File: src/rtl/pwm_dt_pkg.sv
package pwm_dt_pkg;
   typedef enum logic {
      PH_ACT  = 1'b0,
      PH_REST = 1'b1
   } pwm_phase_t;
endpackage

File: src/rtl/pwm_dt_slot.sv
module pwm_dt_slot #(
   parameter int CNT_W     = 32,
   parameter int MIN_TICKS = 2
) (
   input  logic             clk,
   input  logic             rst_n,
   input  logic             wr_valid,
   input  logic [CNT_W-1:0] wr_high,
   input  logic [CNT_W-1:0] wr_low,
   input  logic             take,
   output logic             slot_valid,
   output logic [CNT_W-1:0] slot_high,
   output logic [CNT_W-1:0] slot_low
);
   localparam logic [CNT_W-1:0] FLOOR = CNT_W'(MIN_TICKS);

   logic [CNT_W-1:0] high_fl, low_fl;

   always_comb begin
      high_fl = (wr_high < FLOOR) ? FLOOR : wr_high;
      low_fl  = (wr_low  < FLOOR) ? FLOOR : wr_low;
   end

   always_ff @(posedge clk) begin
      if (!rst_n) begin
         slot_valid <= 1'b0;
         slot_high  <= FLOOR;
         slot_low   <= FLOOR;
      end else if (wr_valid) begin
         slot_valid <= 1'b1;
         slot_high  <= high_fl;
         slot_low   <= low_fl;
      end else if (take) begin
         slot_valid <= 1'b0;
      end
   end
endmodule

File: src/rtl/pwm_dt_core.sv
module pwm_dt_core
   import pwm_dt_pkg::*;
#(
   parameter int CNT_W     = 32,
   parameter int MIN_TICKS = 2
) (
   input  logic             clk,
   input  logic             rst_n,
   input  logic             hold,
   input  logic             slot_valid,
   input  logic [CNT_W-1:0] slot_high,
   input  logic [CNT_W-1:0] slot_low,
   input  logic             fast_reload,
   input  logic             low_only,
   input  logic             main_now,
   output logic             take,
   output logic             running,
   output pwm_phase_t       phase,
   output logic [CNT_W-1:0] cnt,
   output logic [CNT_W-1:0] act_high,
   output logic [CNT_W-1:0] act_low,
   output logic             period_end,
   output logic             ack
);
   localparam logic [CNT_W-1:0] ONE   = CNT_W'(1);
   localparam logic [CNT_W-1:0] FLOOR = CNT_W'(MIN_TICKS);

   logic early_ok;

   always_comb begin
      period_end = running && (phase == PH_REST) && (cnt == '0);
      early_ok   = fast_reload && (!low_only || !main_now);
      take       = slot_valid && !hold && (!running || period_end || early_ok);
   end

   always_ff @(posedge clk) begin
      if (!rst_n) begin
         running  <= 1'b0;
         phase    <= PH_ACT;
         cnt      <= '0;
         act_high <= FLOOR;
         act_low  <= FLOOR;
         ack      <= 1'b0;
      end else begin
         ack <= take;
         if (hold) begin
            if (running) begin
               phase <= PH_ACT;
               cnt   <= act_high - ONE;
            end
         end else if (take) begin
            act_high <= slot_high;
            act_low  <= slot_low;
            phase    <= PH_ACT;
            cnt      <= slot_high - ONE;
            running  <= 1'b1;
         end else if (running) begin
            if (cnt == '0) begin
               if (phase == PH_ACT) begin
                  phase <= PH_REST;
                  cnt   <= act_low - ONE;
               end else begin
                  phase <= PH_ACT;
                  cnt   <= act_high - ONE;
               end
            end else begin
               cnt <= cnt - ONE;
            end
         end
      end
   end
endmodule

File: src/rtl/pwm_dt_shaper.sv
module pwm_dt_shaper
   import pwm_dt_pkg::*;
#(
   parameter int CNT_W        = 32,
   parameter int DT_W         = 16,
   parameter int MIN_TICKS    = 2,
   parameter bit COMP_SUPPORT = 1'b1
) (
   input  logic             running,
   input  logic             hold,
   input  pwm_phase_t       phase,
   input  logic [CNT_W-1:0] cnt,
   input  logic             pair_en,
   input  logic [DT_W-1:0]  dead_ticks,
   output logic             main_o,
   output logic             comp_o
);
   localparam int             PAD      = CNT_W - DT_W;
   localparam logic [DT_W-1:0] DT_FLOOR = DT_W'(MIN_TICKS);

   logic live;
   assign live = running && !hold;

   generate
      if (COMP_SUPPORT) begin : g_pair
         logic [DT_W-1:0]  dead_fl;
         logic [CNT_W-1:0] dead_ext;
         always_comb begin
            dead_fl  = (dead_ticks < DT_FLOOR) ? DT_FLOOR : dead_ticks;
            dead_ext = {{PAD{1'b0}}, dead_fl};
            if (pair_en) begin
               main_o = live && (phase == PH_ACT)  && (cnt >= dead_ext);
               comp_o = live && (phase == PH_REST) && (cnt >= dead_ext);
            end else begin
               main_o = live && (phase == PH_ACT);
               comp_o = 1'b0;
            end
         end
      end else begin : g_single
         logic unused_cfg;
         assign unused_cfg = pair_en ^ (^dead_ticks) ^ (^cnt);
         assign main_o     = live && (phase == PH_ACT);
         assign comp_o     = 1'b0;
      end
   endgenerate
endmodule

File: src/rtl/pwm_deadband_gen.sv
module pwm_deadband_gen
   import pwm_dt_pkg::*;
#(
   parameter int CNT_W        = 32,
   parameter int DT_W         = 16,
   parameter int MIN_TICKS    = 2,
   parameter bit COMP_SUPPORT = 1'b1
) (
   input  logic             clk,
   input  logic             rst_n,
   input  logic             wr_valid,
   input  logic [CNT_W-1:0] wr_high_ticks,
   input  logic [CNT_W-1:0] wr_low_ticks,
   input  logic             pair_en,
   input  logic [DT_W-1:0]  dead_ticks,
   input  logic             fast_reload,
   input  logic             low_only_reload,
   input  logic             pause,
   input  logic             pause_clears,
   output logic             pwm_main,
   output logic             pwm_comp,
   output logic             ack
);
   generate
      if (CNT_W <= DT_W) begin : g_bad_widths
         $error("CNT_W must be wider than DT_W");
      end
      if (MIN_TICKS < 1) begin : g_bad_floor
         $error("MIN_TICKS must be at least 1");
      end
   endgenerate

   logic             hold;
   logic             take;
   logic             slot_valid;
   logic [CNT_W-1:0] slot_high, slot_low;
   logic             running;
   pwm_phase_t       phase;
   logic [CNT_W-1:0] cnt;
   logic [CNT_W-1:0] act_high, act_low;
   logic             period_end;

   assign hold = pause && pause_clears;

   pwm_dt_slot #(.CNT_W(CNT_W), .MIN_TICKS(MIN_TICKS)) u_slot (
      .clk        (clk),
      .rst_n      (rst_n),
      .wr_valid   (wr_valid),
      .wr_high    (wr_high_ticks),
      .wr_low     (wr_low_ticks),
      .take       (take),
      .slot_valid (slot_valid),
      .slot_high  (slot_high),
      .slot_low   (slot_low)
   );

   pwm_dt_core #(.CNT_W(CNT_W), .MIN_TICKS(MIN_TICKS)) u_core (
      .clk         (clk),
      .rst_n       (rst_n),
      .hold        (hold),
      .slot_valid  (slot_valid),
      .slot_high   (slot_high),
      .slot_low    (slot_low),
      .fast_reload (fast_reload),
      .low_only    (low_only_reload),
      .main_now    (pwm_main),
      .take        (take),
      .running     (running),
      .phase       (phase),
      .cnt         (cnt),
      .act_high    (act_high),
      .act_low     (act_low),
      .period_end  (period_end),
      .ack         (ack)
   );

   pwm_dt_shaper #(
      .CNT_W(CNT_W), .DT_W(DT_W), .MIN_TICKS(MIN_TICKS), .COMP_SUPPORT(COMP_SUPPORT)
   ) u_shape (
      .running    (running),
      .hold       (hold),
      .phase      (phase),
      .cnt        (cnt),
      .pair_en    (pair_en),
      .dead_ticks (dead_ticks),
      .main_o     (pwm_main),
      .comp_o     (pwm_comp)
   );
endmodule

File: config.mk
export PLATFORM = sky130hd
export DESIGN_NAME = pwm_deadband_gen
export DESIGN_NICKNAME = d
export VERILOG_FILES = /design/src/rtl/pwm_dt_pkg.sv /design/src/rtl/pwm_dt_slot.sv /design/src/rtl/pwm_dt_core.sv /design/src/rtl/pwm_dt_shaper.sv /design/src/rtl/pwm_deadband_gen.sv
export SDC_FILE = /design/constraint.sdc
export NUM_CORES = 1
export LEC_CHECK = 0
export BUFFER_PORTS_ARGS = -buffer_cell sky130_fd_sc_hd__buf_4
export CAP_MARGIN = 20
export CORE_MARGIN = 3
export CORE_UTILIZATION = 65
export DETAILED_ROUTE_END_ITERATION = 16
export GPL_TIMING_DRIVEN = 0
export PLACE_DENSITY_LB_ADDON = 0.15
export SYNTH_ARGS = -nofsm -noshare
export SYNTH_HDL_FRONTEND = slang
export SYNTH_SLANG_ARGS = --single-unit
export TNS_END_PERCENT = 100
File: constraint.sdc
create_clock -name clk -period 6.5 [get_ports clk]
set_input_delay 0.325 -clock clk [delete_from_list [all_inputs] [get_ports clk]]
set_output_delay 0.325 -clock clk [all_outputs]
set_load 0.005 [all_outputs]
**Word level (Yosys, flattened, before mapping)**

Index checks and enable logic that the tools add are counted.

- Add/subtract/negate cells: 4
- Multipliers: 0
- Div/mod/pow operators: 0
- Magnitude comparators: 4
- Equality and inequality tests: 1
- Shift operators: 0
- Mux-type cells: 19
- Bitwise gates (word level): 2
- Reductions and logical operators: 25

Operator list:

| cell | number |
|---|---|
| 2-to-1 mux 32 bit | 8 |
| subtractor 32 x 1 -> 32 bit (second input constant) | 4 |
| < comparator 32 x 2 -> 1 bit (second input constant) | 2 |
| greater-or-equal comparator 32 x 16 -> 1 bit | 1 |
| zero test 32 bit | 1 |
| < comparator 16 x 2 -> 1 bit (second input constant) | 1 |
| 2-to-1 mux 16 bit | 1 |
| logical AND 1 bit | 11 |
| 2-to-1 mux 1 bit | 10 |
| zero test 1 bit | 4 |
| AND reduction 2 bit | 2 |
| nonzero test 2 bit | 2 |
| logical OR 1 bit | 3 |
| AND reduction 3 bit | 1 |
| nonzero test 3 bit | 1 |
| != test 2 bit (second input constant) | 1 |
| inverter 1 bit | 2 |

- Register bits after elaboration: 164
- Latch bits: 0
- RAM bits: 0
- ROM bits: 0
- Input port bits: 88
- Output and inout port bits: 3
- Word-level logic and storage cells: 64
- Memories kept: 0

**Depth between registers and ports, before layout**

Gate-level depths: netlist of run 1.

- Word-level depth: 13
- Gate-level depth with buffers: 14

**Cells and area by module**

From an unflattened synthesis of run 1, not the netlist that was laid out.

- Cell total of the unflattened synthesis: 1221
- Area, all modules: 9844.4 um2

Modules (own cells, without submodules):

| module | times used | cells an instance | area an instance (um2) |
|---|---|---|---|
| pwm_dt_core | 1 | 913 | 6727.7 |
| pwm_dt_slot | 1 | 236 | 2606.2 |
| pwm_dt_shaper | 1 | 71 | 504.2 |
| pwm_deadband_gen | 1 | 1 | 6.3 |

**Worst setup path before layout of run 1**

No wires, ideal clock.

- Path type: input to register
- Start point: input dead_ticks[8]
- End point: register u_core.act_low[24]
- Arrival: 2601 ps
- Data required time: 6368 ps
- Path slack: 3766 ps
- Stages: 13
- Buffers on the path: 3
- Cell sequence: nor4_1 nand4_1 and2_1 ha_1 and4_1 a221oi_1 o2111ai_1 a21o_1 buf_2 buf_6 buf_2 nand2_1 a21oi_1

- Cells in the longest elaborated chain, start to end: 11

RTL lines:

| what | RTL line | RTL |
|---|---|---|
| start: declaration | pwm_deadband_gen.sv:15 | `input logic [DT_W-1:0] dead_ticks,` |
| < comparator 16 x 2 -> 1 bit | pwm_dt_shaper.sv:29 | `dead_fl = (dead_ticks < DT_FLOOR) ? DT_FLOOR : dead_ticks;` |
| 2-to-1 mux 16 bit * | pwm_dt_shaper.sv:29 |  |
| greater-or-equal comparator 32 x 16 -> 1 bit * | pwm_dt_shaper.sv:32 | `main_o = live && (phase == PH_ACT) && (cnt >= dead_ext);` |
| logical AND 1 bit * | pwm_dt_shaper.sv:32 |  |
| 2-to-1 mux 1 bit * | pwm_dt_shaper.sv:31 | `if (pair_en) begin` |
| zero test 1 bit * | pwm_dt_core.sv:32 | `early_ok = fast_reload && (!low_only \|\| !main_now);` |
| logical OR 1 bit * | pwm_dt_core.sv:32 |  |
| logical AND 1 bit * | pwm_dt_core.sv:32 |  |
| logical OR 1 bit * | pwm_dt_core.sv:33 | `take = slot_valid && !hold && (!running \|\| period_end \|\| early_ok);` |
| logical AND 1 bit * | pwm_dt_core.sv:33 |  |
| AND reduction 2 bit (no line) * | - |  |
| end signal: assignment | pwm_dt_core.sv:53 | `act_low <= slot_low;` |
| end: declaration | pwm_dt_core.sv:21 | `output logic [CNT_W-1:0] act_low,` |

Mark *: on every way between the ends. The rest lies on a longest branch, timed or not.
A chain may end at the register's enable or synchronous reset.

**Final worst setup path of run 1**

- Start point: register u_slot.slot_high[0]
- End point: register u_core.cnt[26]

- Cells in the longest elaborated chain, start to end: 3

RTL lines:

| what | RTL line | RTL |
|---|---|---|
| start: declaration | pwm_dt_slot.sv:12 | `output logic [CNT_W-1:0] slot_high,` |
| start signal: assignment | pwm_dt_slot.sv:31 | `slot_high <= high_fl;` |
| subtractor 32 x 1 -> 32 bit | pwm_dt_core.sv:55 | `cnt <= slot_high - ONE;` |
| 2-to-1 mux 32 bit | pwm_dt_core.sv:51 | `end else if (take) begin` |
| 2-to-1 mux 32 bit | pwm_dt_core.sv:46 | `if (hold) begin` |
| end signal: assignment | pwm_dt_core.sv:49 | `cnt <= act_high - ONE;` |
| end signal: assignment | pwm_dt_core.sv:55 |  |
| end signal: assignment | pwm_dt_core.sv:61 | `cnt <= act_low - ONE;` |
| end: declaration | pwm_dt_core.sv:19 | `output logic [CNT_W-1:0] cnt,` |

Every way passes these cells.

==> impl_results.md, run 1 <==
* Largest net degree at the start of global routing at 17
* Synth area leader: dfxtp_1
* Top FF cell, synth: dfxtp_1
* Worst Path Max Fanout at 7
* P_sw at 1.03 mW
* Overflow after GRT at 0
* Max_slew headroom at 34.0%
* Vias at 10300
* DR WL/cell at 21.7 µm
* Total GRT Usage at 40.1%
* Startpoint Class: flop
* R2R Path Start: u_slot.slot_high[0]
* IO Pins at 91
* Status: completed
* Top area cells in the synthesized netlist: dfxtp_1, mux2i_1, nand2_1, a21oi_1, xnor2_1
* Pwr/cell area at 270 mW/mm²
* Slew Viols, Final at 0
* TritonCTS clock tree: done
* VDD IR max at 0.235 mV
* Initial antenna violation count at 0
* Most common cell after layout, fill and taps aside: nand2_1
* Die H at 128 µm
* Routed Antenna Nets at 0
* Number of gates resized after cts at 0
* Diodes inserted at 0
* # rows at 43
* Crit path required time at 6.85 ns
* Nets at 1438
* Clk slew on worst S/H paths at 0.07 ns
* Tightest Hold Check Type: in2reg
* Cts bufs inserted at 17
* DR iter-0 viols at 1311
* Post-Route WL at 33100 µm
* Die width at 128 µm
* Worst reg2reg setup slack at 3.05 ns
* Power Internal at 2.00 mW
* EDFF count, synth at 0
* # setup viols final at 0
* Clk_skew at 0.0186 ns
* Synthesized Nets at 1330
* Drt drc at 0
* Most frequent cells in the layout: nand2_1, dfxtp_1, nor2_1
* PortBufs at 89
* Vias in the first global route at 9536
* Top-area cell type share of the netlist area at 33.9%
* RSZ-0062 raised after global routing: no
* Core Area at 0.0142 mm²
* Setup TNS at 0 ns
* WS Path Type: reg2reg
* Clk root buf: clkbuf_16
* Share of power burned in registers at 38.0%
* Final non-filler cell total at 1523
* Vias per cell at 6.74
* FF-to-FF End: u_core.cnt[26]
* Seq/Total Area, Yosys at 33.9%
* Min cycle time layout at 3.45 ns
* Mapped Cells at 1222
* Sw frac at 33.8%
* Detail Placement HPWL at 24300 µm
* Number of synthesized register bits at 164
* MaxCap Viol Count at 0
* Die area at 0.0164 mm²
* Hold Path End: u_slot.slot_high[21]
* Final Hold Viols at 0
* First-pass GRT wire length at 51000 µm
* Logic pwr share at 25.8%
* H-tree levels at 4
* Ys async rst share at 0%
* Syn_area_per_cell at 7.93 µm²
* Placed cells at 1491
* Hold Crit Start: wr_high_ticks[21]
* Initial Utilization at 68.2%
* F_max at 289 MHz
* Num Clock Sinks at 164
* Final period util at 53.1%
* Detailed Routing Iterations Pass 1 at 10
* Synth warn at 0
* Reg2reg path depth at 10
* CP Capture Type: flop
* Clock latency at the later pin of the worst-skew pair at 0.45 ns
* Share of cells above drive strength 1 at 12.5%
* Cell Area, Synth at 0.00969 mm²
* CTS max path bufs at 2
* Hold buffer count at CTS at 0
* Leakage at 4.48 nW
* Yosys cell types at 72
* Clock Power Share at 36.2%
* Post-CTS Setup Bufs at 0
* GPL Wtd Cong at 1.04
* Hold path depth at 3
* Measured slew at the worst slew-check pin at 0.981 ns
* CP arrival at 3.81 ns
* Area growth, synth to finish at 15.7%
[cell families (layout without fill, tap and decap cells)]
kind of cell / count (synthesis) / after routing / synth area share [%]
compound gates: 252 / 252 / 16.3
xor+xnor: 101 / 101 / 9.13
fa+ha+maj: 20 / 20 / 2.58
buf+inv: 106 / 227 / 4.69
flops: 164 / 164 / 33.9
mux: 75 / 75 / 7.74
simple gates: 504 / 504 / 25.7
[layer usage]
layer	GRT usage [%]	up-vias	part of all wire [%]
met5	0	-	0
met3	10.3	159	12
met4	23.5	0	6.5
met1	52.9	4735	39
met2	59.1	747	42
li1	-	4619	-
[cell type report]
type                            instances  area, µm²
Multi-Input combinational cell        952       5960
Sequential cell                       164       3280
Fill cell                             979       2990
Timing Repair Buffer                   89        668
Clock buffer                           19        443
Buffer                                 74        334
Tap cell                              180        225
Clock inverter                         13        186
Inverter                               32        120
[cells in the mapped netlist, types with 31 or more instances]
library cell  number
nand2_1          181
dfxtp_1          164
nor2_1           111
a21oi_1           98
mux2i_1           75
xnor2_1           56
clkbuf_1          50
xor2_1            45
nor3_1            43
nor4_1            41
o21ai_0           39
inv_1             31
[power groups by stage]
stage	Sequential, mW	Combinational, mW	Clock, mW
6_report	1.15	0.782	1.10
5_1_grt	1.16	0.835	1.13
3_3_place_gp	1.16	0.729	0
4_1_cts	1.14	0.752	1.08
3_5_place_dp	1.16	0.742	0
2_1_floorplan	1.14	0.528	0
[state kept, by name, indices dropped and copies added (netlist names), 32 cells and up]
| signal | count |
|---|---|
| u_slot.slot_high | 32 |
| u_core.act_low | 32 |
| u_slot.slot_low | 32 |
| u_core.cnt | 32 |
| u_core.act_high | 32 |
[worst max-delay path, stage by stage, from the launching register on]
cell and delay [ns]:
dfxtp_1 0.40, inv_1 0.11, ha_1 0.20, or4b_1 0.54
nor3_1 0.68, and2_0 0.22, clkbuf_1 0.25, nand2_1 0.14
xnor2_1 0.25, o221ai_1 0.21, a221oi_1 0.34
[worst max path at each step]
stage / start / endpoint / slack [ns] / cells past startpoint
3_5_place_dp: dead_ticks[15] / u_core.act_low[11] / 3.08 / 14
6_report: u_slot.slot_high[0] / u_core.cnt[26] / 3.05 / 10
2_1_floorplan: dead_ticks[8] / u_core.act_low[24] / 3.77 / 13
4_1_cts: u_core.cnt[0] / u_core.act_low[9] / 3.12 / 12
5_1_grt: u_slot.slot_high[0] / u_core.cnt[26] / 2.81 / 10
3_3_place_gp: dead_ticks[15] / u_core.cnt[9] / 3.11 / 12
[through the flow]
stage,hold slack (ns),utilization (%),power [mW],setup WS [ns],instance area [µm²]
final,0.120,79.0,3.03,3.05,11200
after detailed placement,0.443,74.5,1.91,3.08,10600
after CTS,0.128,79.0,2.98,3.12,11200
after global placement,0.439,74.5,1.89,3.11,10600
after floorplan,0.431,-,1.67,3.77,9690
after global routing,0.147,79.0,3.12,2.81,11200
(Power assumes the default switching activity.)
==> inputs of run 2 (changes only) <==
--- a/config.mk
+++ b/config.mk
@@ -5,10 +5,11 @@
 export SDC_FILE = /design/constraint.sdc
 export NUM_CORES = 1
 export LEC_CHECK = 0
+export ABC_AREA = 1
 export BUFFER_PORTS_ARGS = -buffer_cell sky130_fd_sc_hd__buf_4
 export CAP_MARGIN = 20
 export CORE_MARGIN = 3
-export CORE_UTILIZATION = 65
+export CORE_UTILIZATION = 55
 export DETAILED_ROUTE_END_ITERATION = 16
 export GPL_TIMING_DRIVEN = 0
 export PLACE_DENSITY_LB_ADDON = 0.15
==> constraint.sdc (replaced) <==
create_clock -name clk -period 2.9 [get_ports clk]
set_input_delay 0.145 -clock clk [delete_from_list [all_inputs] [get_ports clk]]
set_output_delay 0.145 -clock clk [all_outputs]
set_load 0.005 [all_outputs]
==> run 2 against run 1 <==
Utilization down 9.5 points; die area up 27%; sequential power up 130%; flip-flop and latch count unchanged; register-to-register slack worse by 2.9 ns; critical endpoint is now u_core.act_low[29]; clock power up 120%; wire length up 21%; highest routed layer unchanged; combinational power rose to 2.6 times the previous value; cell count up 37%.
==> impl_results.md, run 2 <==
* Multi-input logic area at 0.00630 mm² (+5.9%)
* Min cycle time layout at 2.77 ns (-0.686 ns)
* Clk root buf: clkbuf_16
* Cell Area, Synth at 0.0105 mm² (+8.4%)
* CTS max path bufs at 2 (unchanged)
* Status: completed
* Fraction of the mapped netlist area in compound gates at 15.9% (-0.36 points)
* VDD IR max at 0.440 mV (+87%)
* Reg area at 0.00328 mm² (unchanged)
* Post-Route WL at 40000 µm (+21%)
* Startpoint Class: flop
* Combinational family with the most area after synthesis: simple AND/OR/NAND/NOR gates
* Total GRT Usage at 38.1% (-2.0 points)
* Slew Viols, Final at 0 (unchanged)
* Initial antenna violation count at 0 (unchanged)
* Vias in the first global route at 11100 (+16%)
* # rows at 49 (+14%)
* GPL Wtd Cong at 0.983 (-5.7%)
* Sw frac at 37.7% (+3.9 points)
* Ys async rst share at 0% (unchanged)
* Nets at 1945 (+35%)
* Fillers at 1615 (+65%)
* Mapped Cells at 1672 (+37%)
* F_max at 361 MHz (+25%)
* Top area cells in the synthesized netlist: dfxtp_1, nor2_1, nand2_1, o21ai_0, inv_1
* Core Area at 0.0183 mm² (+29%)
* Die width at 144 µm (+13%)
* Top FF cell, synth: dfxtp_1
* Crit path required time at 3.22 ns (-3.63 ns)
* Die area at 0.0208 mm² (+27%)
* Most common cell after layout, fill and taps aside: nor2_1
* TritonCTS clock tree: done
* Vias at 12200 (+19%)
* Leakage at 5.77 nW (+29%)
* Share of power burned in registers at 37.3% (-0.7 points)
* CP arrival at 3.08 ns (-0.73 ns)
* H-tree levels at 4 (unchanged)
* Hold path depth at 3 (unchanged)
* Share of cells above drive strength 1 at 10.3% (-2.2 points)
* Num Clock Sinks at 164 (unchanged)
* WS Path Type: reg2reg
* Post-synthesis adder-cell area fraction at 2.38% (-0.20 points)
* IO Pins at 91 (unchanged)
* Number of synthesized register bits at 164 (unchanged)
* Die H at 144 µm (+13%)
* Worst Path Max Fanout at 10 (+3)
* Hold Crit Start: wr_high_ticks[20]
* Routed Antenna Nets at 0 (unchanged)
* Most frequent cells in the layout: nor2_1, nand2_1, dfxtp_1
* Logic pwr share at 28.7% (+2.9 points)
* Max stage delay on crit path at 0.35 ns (-0.33 ns)
* Clk slew on worst S/H paths at 0.08 ns (about the same)
* Pwr/cell area at 559 mW/mm² (+110%)
* Clock latency at the later pin of the worst-skew pair at 0.44 ns (about the same)
* Mux share of post-synthesis cell area at 0.0953% (-7.6 points)
* Vias per cell at 5.87 (-13%)
* Post-Synth Simple-Gate Area at 34.3% (+8.7 points)
* Tot Pwr at 7.12 mW (+140%)
* Synthesized Nets at 1780 (+34%)
* Hold Path End: u_slot.slot_high[20]
* Top-area cell type share of the netlist area at 31.2% (-2.6 points)
* Detailed Routing Iterations Pass 1 at 6 (-4)
* EDFF count, synth at 0 (unchanged)
* Area growth, synth to finish at 21.3%
* Count leader, synth: nor2_1
* P_sw at 2.68 mW (+160%)
* Measured slew at the worst slew-check pin at 0.900 ns (-0.0816 ns)
* Synth cell count leaders: nor2_1, nand2_1, o21ai_0
* PortBufs at 88 (-1.1%)
* Critical path's slowest cell: dfxtp_1
* Post-place setup slack at -0.566 ns (-3.65 ns)
* Largest net degree at the start of global routing at 20 (+3)
* Worst reg2reg setup slack at 0.13 ns (-2.91 ns)
* Max_slew headroom at 40.0% (+6.0 points)
* Drt drc at 0 (unchanged)
* Detail Placement HPWL at 30600 µm (+26%)
* Final period util at 95.5% (+42 points)
* Initial Utilization at 57.3% (-11 points)
* FF-to-FF End: u_core.act_low[29]
* Syn_area_per_cell at 6.28 µm² (-21%)
* Clock Power Share at 34.0% (-2.2 points)
* Overflow after GRT at 0 (unchanged)
* First-pass GRT wire length at 60400 µm (+18%)
* Tightest Hold Check Type: in2reg
* XOR/XNOR Fraction of Synth Area at 6.59% (-2.5 points)
* RSZ-0062 raised after global routing: yes
* # setup viols final at 0 (unchanged)
* Yosys cell types at 41 (-43%)
* Clk_skew at 0.0137 ns (-0.00488 ns)
* CP Capture Type: flop
* Synth warn at 0 (unchanged)
* Cts bufs inserted at 17 (unchanged)
* R2R Path Start: u_core.cnt[0]
* Diodes inserted at 0 (unchanged)
* MaxCap Viol Count at 0 (unchanged)
* Power Internal at 4.44 mW (+120%)
* Final Hold Viols at 0 (unchanged)
* Seq/Total Area, Yosys at 31.2% (-2.6 points)
* Final worst slack at 0.131 ns (-2.91 ns)
* Reg2reg path depth at 15 (+5)
* DR WL/cell at 19.2 µm (-12%)
* Synth area leader: dfxtp_1
* Cell Chain, Critical Path: inv_2 > ha_1 > nand2_1 > nor2_4 > nand4_1 > nor3_4 > nand2_2 > inv_2 > nor2_1 > nand2_1 > nand2_2 > buf_6 > clkbuf_4 > o21ai_1 > a21oi_1
* DR iter-0 viols at 1521 (+16%)
-- run 2: cell types whose count changed after synthesis, moves of 25 or more --
cell     before  now
nor3_1       43   18
nand2_1     181  295
o21ai_0      39  171
nor2_1      111  330
mux2i_1      75    1
xnor2_1      56   22
nand3_1      19  116
inv_1        31  164
-- run 2: worst max path at each step --
| stage | endpoint | depth (start not counted) | startpoint | slack (ns) |
|---|---|---|---|---|
| 6_report | u_core.act_low[29] | 15 | u_core.cnt[0] | 0.13 |
| 5_1_grt | u_core.act_low[31] | 22 | dead_ticks[7] | -0.03 |
| 4_1_cts | u_core.cnt[25] | 16 | u_core.cnt[0] | -0.02 |
| 3_5_place_dp | u_core.act_low[23] | 22 | dead_ticks[7] | -0.57 |
| 3_3_place_gp | u_core.act_low[23] | 22 | dead_ticks[7] | -0.44 |
| 2_1_floorplan | u_core.cnt[1] | 23 | dead_ticks[7] | 0.56 |
-- run 2: kinds of logic (layout without fill, tap and decap cells) --
logic type               count (synthesis)  count (layout)
AND/OR/NAND/NOR                        849             849
AO/OA/AOI/OAI                          318             318
buffers and inverters                  241             419
flip-flops                             164             164
XOR/XNOR                                79              79
adder cells (fa/ha/maj)                 20              20
multiplexers                             1               1
-- run 2: through the flow --
| step | area (µm²) | instances | hold slack [ns] | util [%] | setup TNS, ns |
|---|---|---|---|---|---|
| after floorplan | 10500 | 1672 | 0.280 | - | 0 |
| after global placement | 11500 | 1989 | 0.378 | 62.5 | -13.66 |
| after detailed placement | 11500 | 1989 | 0.383 | 62.5 | -26.82 |
| final | 12700 | 2079 | 0.00458 | 69.5 | 0 |
| after global routing | 12700 | 2079 | 0.0111 | 69.5 | -0.168 |
| after CTS | 12600 | 2076 | 0.000332 | 69.0 | -0.0453 |
-- run 2: routing by layer --
layer | track usage, % | routed length [µm]
met5 | 0 | 0
met4 | 17.6 | 1910
met3 | 5.72 | 3960
met2 | 57.3 | 17000
met1 | 53.9 | 17100
-- run 2: worst max-delay path, delay by kind of cell, from the launching register on --
family	cells	cell delay [ns]
AOI/OAI and AO/OA	2	0.38
and+or+nand+nor	8	1.17
adders and majority gates	1	0.17
DFF	1	0.35
buffers and inverters	4	0.58
-- run 2: power groups by stage --
| stage | sequential [mW] | clock [mW] | combinational [mW] |
|---|---|---|---|
| detailed placement | 2.69 | 0 | 1.87 |
| global route | 2.68 | 2.51 | 2.26 |
| finish | 2.66 | 2.42 | 2.04 |
| floorplan | 2.62 | 0 | 1.32 |
| global placement | 2.69 | 0 | 1.84 |
| CTS | 2.64 | 2.42 | 1.95 |
-- run 2: timing repair --
action,in CTS,in global routing
pin swaps,1,3
setup endpoints to repair,72,90
resized for setup,12,33
buffers inserted,2,4
hold buffers,53,0
gates cloned,0,0
endpoints found under the hold margin,53,0
-- run 2: area by class of cell --
cell class / count / share of cell area, %
Clock buffer: 17 / 3.34
Timing Repair Buffer: 147 / 9.70
Clock inverter: 15 / 1.57
Multi-Input combinational cell: 1267 / 49.5
Tap cell: 229 / 2.25
Inverter: 168 / 4.95
Sequential cell: 164 / 25.8
Buffer: 72 / 2.93
